File: src/rtl/cond_skip_pkg.sv
package cond_skip_pkg;
  localparam int TAG_W  = 4;
  localparam int DATA_W = 4;

  typedef enum logic [1:0] {
    OPC_PLAIN = 2'b00,
    OPC_COND  = 2'b01,
    OPC_CLOSE = 2'b10,
    OPC_SPARE = 2'b11
  } opc_e;

  typedef struct packed {
    logic             active;
    logic [TAG_W-1:0] label;
  } skip_state_t;
endpackage

File: src/rtl/skip_eq.sv
module skip_eq #(
  parameter int W = 4
) (
  input  logic [W-1:0] lhs,
  input  logic [W-1:0] rhs,
  output logic         same
);
  always_comb same = (lhs == rhs);
endmodule

File: src/rtl/skip_next.sv
module skip_next
  import cond_skip_pkg::*;
(
  input  logic        valid,
  input  logic [1:0]  op_raw,
  input  logic [TAG_W-1:0] tag_in,
  input  logic        operands_equal,
  input  logic        label_equal,
  input  skip_state_t cur,
  output skip_state_t nxt,
  output logic        load
);
  opc_e op;
  always_comb begin
    op   = opc_e'(op_raw);
    nxt  = cur;
    load = valid;
    if (valid) begin
      if (cur.active) begin
        if (op == OPC_CLOSE && label_equal) nxt.active = 1'b0;
      end else if (op == OPC_COND && operands_equal) begin
        nxt.active = 1'b1;
        nxt.label  = tag_in;
      end
    end
  end
endmodule

File: src/rtl/skip_state_reg.sv
module skip_state_reg
  import cond_skip_pkg::*;
(
  input  logic        clk,
  input  logic        rst,
  input  logic        load,
  input  skip_state_t nxt,
  output skip_state_t cur
);
  always_ff @(posedge clk) begin
    if (rst) begin
      cur.active <= 1'b0;
      cur.label  <= '0;
    end else if (load) begin
      cur <= nxt;
    end
  end
endmodule

File: src/rtl/cond_skip_unit.sv
module cond_skip_unit
  import cond_skip_pkg::*;
(
  input  logic              clk,
  input  logic              rst,
  input  logic              instr_valid,
  input  logic [1:0]        op_class,
  input  logic [TAG_W-1:0]  tag,
  input  logic [DATA_W-1:0] reg_a,
  input  logic [DATA_W-1:0] reg_b,
  output logic              exec_en
);
  logic        ops_same;
  logic        lbl_same;
  logic        st_load;
  skip_state_t st_cur;
  skip_state_t st_nxt;

  skip_eq #(.W(DATA_W)) u_ops (
    .lhs (reg_a),
    .rhs (reg_b),
    .same(ops_same)
  );

  skip_eq #(.W(TAG_W)) u_lbl (
    .lhs (tag),
    .rhs (st_cur.label),
    .same(lbl_same)
  );

  skip_next u_next (
    .valid         (instr_valid),
    .op_raw        (op_class),
    .tag_in        (tag),
    .operands_equal(ops_same),
    .label_equal   (lbl_same),
    .cur           (st_cur),
    .nxt           (st_nxt),
    .load          (st_load)
  );

  skip_state_reg u_state (
    .clk (clk),
    .rst (rst),
    .load(st_load),
    .nxt (st_nxt),
    .cur (st_cur)
  );

  always_comb exec_en = instr_valid & ~st_cur.active;
endmodule

File: config.mk
export PLATFORM = sky130hd
export DESIGN_NAME = cond_skip_unit
export DESIGN_NICKNAME = d
export VERILOG_FILES = /design/src/rtl/cond_skip_pkg.sv /design/src/rtl/skip_eq.sv /design/src/rtl/skip_next.sv /design/src/rtl/skip_state_reg.sv /design/src/rtl/cond_skip_unit.sv
export SDC_FILE = /design/constraint.sdc
export NUM_CORES = 1
export LEC_CHECK = 0
export BUFFER_PORTS_ARGS = -buffer_cell sky130_fd_sc_hd__buf_2
export CAP_MARGIN = 10
export CELL_PAD_IN_SITES_DETAIL_PLACEMENT = 1
export CELL_PAD_IN_SITES_GLOBAL_PLACEMENT = 2
export CORE_UTILIZATION = 25
export DETAILED_ROUTE_END_ITERATION = 16
export PLACE_DENSITY = 0.81
export SETUP_SLACK_MARGIN = 0.05
export SYNTH_ARGS = -nofsm -noshare
export SYNTH_HDL_FRONTEND = slang
export SYNTH_SLANG_ARGS = --single-unit
export TNS_END_PERCENT = 100
File: constraint.sdc
create_clock -name clk -period 2.2 [get_ports clk]
set_input_delay 0.11 -clock clk [delete_from_list [all_inputs] [get_ports clk]]
set_output_delay 0.11 -clock clk [all_outputs]
set_load 0.05 [all_outputs]
== Word-level counts from Yosys, hierarchy flattened ==
Index checks and enable logic that the tools add are counted.

* Bits in latches: 0
* Bits in writable memories: 0
* Memories kept: 0
* Memory bits (read-only): 0
* Input bits: 17
* Register bits after elaboration: 5
* Output and inout bits: 1
* Logic and storage cells: 14

* Multiplexer cells: 3
* Reductions and logical operators: 3
* Order comparisons: 0
* Divide/modulo/power cells: 0
* $add $sub $neg: 0
* Shifts and indexed selects: 0
* Bitwise operators: 2
* Eq/ne operators: 4
* Multipliers: 0

{| class="wikitable"
|+ Operators with widths
! operator !! count
|-
| $eq 4x4->1 || 2
|-
| $mux 5 || 1
|-
| $reduce_and 3->1 || 1
|-
| $eq 2x1->1 const B || 1
|-
| $eq 2x2->1 const B || 1
|-
| $logic_and 1x1->1 || 2
|-
| $mux 1 || 2
|-
| $and 1x1->1 || 1
|-
| $not 1->1 || 1
|}

== Logic depth before layout (Yosys ltp) ==
* Depth in word-level cells: 4
* Mapped depth: 4
* Mapped depth without buffers: 4

== Hierarchy ==
From an unflattened synthesis, not the netlist that was laid out.

* Cells, all modules: 38
* Area total of the unflattened synthesis: 380.4 um2

{| class="wikitable"
|+ Modules (own cells, without submodules)
! module !! sequential area each (um2) !! area each (um2) !! cells each !! instances
|-
| skip_state_reg || 100.1 || 180.2 || 16 || 1
|-
| skip_eq || 0.0 || 47.5 || 5 || 2
|-
| skip_next || 0.0 || 91.3 || 11 || 1
|-
| cond_skip_unit || 0.0 || 13.8 || 1 || 1
|}

== Worst setup path before layout ==
OpenSTA, ideal clock, no wires.

* Path kind: flip-flop to flip-flop
* Start point: register, netlist name u_state.cur[4]
* End point: register, netlist name u_state.cur[4]
* Buffers on the path: 0
* Data required time: 2.130 ns
* Clock period less this slack: 1.400 ns
* Setup time: 0.070 ns
* Stages on the path, launching flop included: 5
* Data arrival time: 1.331 ns
* Path slack: 0.800 ns
* Cells stage by stage: dfxtp_1 nor2b_4 nand4b_2 or4_1 a21oi_1

* Longest elaborated chain between the ends: 1

{| class="wikitable"
|+ Ends and longest elaborated chain
! item !! RTL line !! text
|-
| $mux 1 || skip_next.sv:19 || <nowiki>if (cur.active) begin</nowiki>
|}

No other way between the ends.
A chain may end at the register's enable or synchronous reset.

== Worst setup path after layout ==
* Start point: register, netlist name u_state.cur[2]
* End point: register, netlist name u_state.cur[4]

* Longest elaborated chain between the ends: 4

{| class="wikitable"
|+ Ends and longest elaborated chain
! item !! RTL line !! text
|-
| $eq 4x4->1 || skip_eq.sv:8 || <nowiki>always_comb same = (lhs == rhs);</nowiki>
|-
| $logic_and 1x1->1 || skip_next.sv:20 || <nowiki>if (op == OPC_CLOSE && label_equal) nxt.active = 1'b0;</nowiki>
|-
| $mux 1 || skip_next.sv:20 ||
|-
| $mux 1 || skip_next.sv:19 ||
|}

No other way between the ends.

==> results by group <==
Run status
  • Status: finished clean

Routing
  • Initial DRC count: 1
  • Post-route ant nets: 0
  • Avg Vias per Cell: between 4 and 5
  • Routed length per instance: 10.4 um
  • Drt pass-1 iters: 2
  • Drt drc: 0
  • Total Wirelength: 720 um
  • Vias: 307

Synthesis
  • Syn Std Cell Area: around 350 sq um
  • Mean post-synth cell area: 10.5 sq um
  • Seq cells post-synth: 5
  • Ys Warns: 0
  • Post-Syn Instances: 33
  • Cell variety after synth: 14
  • Seq/Total Area, Yosys: 0.288
  • Synth Net Count: 50

Timing
  • Slew @ Worst Pin: between 0.4 and 0.5 ns
  • Slew Limit Headroom: 0.730
  • Final TNS setup: 0 ns
  • FMAX: 821 MHz
  • Clk_skew: between 0.004 and 0.005 ns
  • Slew Viols, Final: 0
  • RSZ-0062 raised after global routing: no
  • Worst Setup Slack, final: slightly below 1 ns
  • # setup viols final: 0
  • Final hold viol count: 0
  • Final worst path period share: 0.553
  • Tmin final: 1.22 ns
  • Worst hold slack: between 0.1 and 0.15 ns

Power
  • Leak: 0.201 nW
  • Internal power: 185 uW
  • Switching Fraction: 0.262
  • Flop pwr share: 0.367
  • Maximum VDD drop: approximately 0.0002 V
  • Clk pwr share: 0.436
  • Comb power frac: 0.197
  • Switch Pwr: 65.6 uW
  • Total power: 250 uW
  • PD cells: between 500 and 600 nW/um^2

Layout
  • Most frequent cells in the layout: buf_2 (17), nand2b_1 (8), dfxtp_1 (5)
  • ANT cells: 0
  • Top Registers: u_state.cur x5
  • P&R area growth vs syn: 37.4%
  • Commonest non-fill, non-tap cell in the layout: buf_2
  • Biggest register: u_state.cur
  • Fraction of layout cells with a size suffix above 1: 0.444
  • Post-layout nets: between 70 and 80
  • Max reg flops: 5

Min path
  • HP Class: primary input to flip-flop
  • Worst hold path stage count: 2

Die
  • I/O pin count: 18
  • Initial Util: 0.267
  • Core area: between 1000 and 1500 sq um
  • Die footprint: between 1500 and 2000 sq um
  • Rows: 13
  • Die Ht: just under 40 um
  • Die X: 39.3 um

Clocking
  • CTS tree: yes
  • Post-CTS Setup Bufs: 0
  • Reg clk slew, reported paths: 0.05 ns
  • Clk_lat worst skew: approximately 0.25 ns
  • Clk Tree Root Cell: clkbuf_4
  • Max H-tree Level: 1
  • Post-CTS sizing: 0
  • CTS Buf Count: 3
  • Clock sinks: 5
  • Clk buf depth: 2
  • CTS Hold Bufs: 0

Worst setup path
  • CP required: 2.33 ns
  • Crit path capture type: flip-flop
  • Critical path class: flip-flop to flip-flop
  • Crit path launch type: flip-flop
  • CP Max Fanout: 2
  • Critical Path AT: approximately 1.4 ns
  • Worst r2r path cells: 4

Place
  • Final Wtd Congestion: around 0.55
  • Port Buffers: 17
  • Place WS: 0.969 ns

GRT
  • Vias in the first global route: around 320
  • First-pass GRT wire length: around 1200 um
  • Initial antenna violation count: 0
  • GRT overflow: 0
  • Gr usage total: 0.132
  • Largest net degree at the start of global routing: 10

Run
  • Number of max-cap violations: 0
-- final timing paths --
| kind | from | slack [ns] | endpoint |
|---|---|---|---|
| worst max register to register | u_state.cur[2] | 0.98 | u_state.cur[4] |
| worst min-delay path | rst | 0.11 | u_state.cur[4] |
| worst min register to register | u_state.cur[0] | 0.48 | u_state.cur[0] |
| worst max-delay path | u_state.cur[2] | 0.98 | u_state.cur[4] |
-- kinds of logic after synthesis --
kind of cell    count (synthesis)  synth area share
flops                           5             0.288
mux                             4             0.115
simple gates                   14             0.334
xor+xnor                        8             0.223
compound gates                  2            0.0396
-- power by group through the flow --
stage	Sequential [mW]	Clock [mW]	Combinational, mW
after floorplan	0.0936	0	0.0270
after global placement	0.0936	0	0.0489
after detailed placement	0.0937	0	0.0495
after CTS	0.0919	0.118	0.0502
after global routing	0.0918	0.124	0.0549
final	0.0920	0.109	0.0492
-- critical path: stages (launching register included) --
cell and delay [ns]:
dfxtp_1 0.32, xnor2_1 0.19, nand3_1 0.12, o41ai_1 0.35, a21oi_1 0.11
-- per-layer routing --
metal / share of wire / GRT usage / up-vias
li1: - / - / 156
met1: 0.41 / 0.117 / 133
met2: 0.47 / 0.221 / 15
met3: 0.099 / 0.0682 / 3
met4: 0.026 / 0.103 / 0
met5: 0 / 0 / -
-- Yosys cell counts --
cell type  instances  area share
nand2b_1           8        0.14
dfxtp_1            5        0.29
mux2i_1            4        0.12
xor2_1             4        0.10
xnor2_1            3       0.076
a21oi_1            1       0.014
nand2_1            1       0.011
nand3_1            1       0.014
nand4b_2           1       0.043
nor2b_4            1       0.040
nor4_4             1       0.061
o41ai_1            1       0.025
or4_1              1       0.022
xnor2_2            1       0.047
-- stage by stage --
step	cell area [sq um]	utilization	instances
6_report	478	0.367	69
2_1_floorplan	348	-	33
4_1_cts	478	0.367	69
5_1_grt	478	0.367	69
3_3_place_gp	452	0.347	65
3_5_place_dp	452	0.347	65
-- final cells by class --
class                           instances  area, sq um
Sequential cell                         5          100
Tap cell                               15         18.8
Multi-Input combinational cell         28          248
Fill cell                             170          823
Timing Repair Buffer                   17         85.1
Clock buffer                            4         26.3
(Power assumes the default switching activity.)
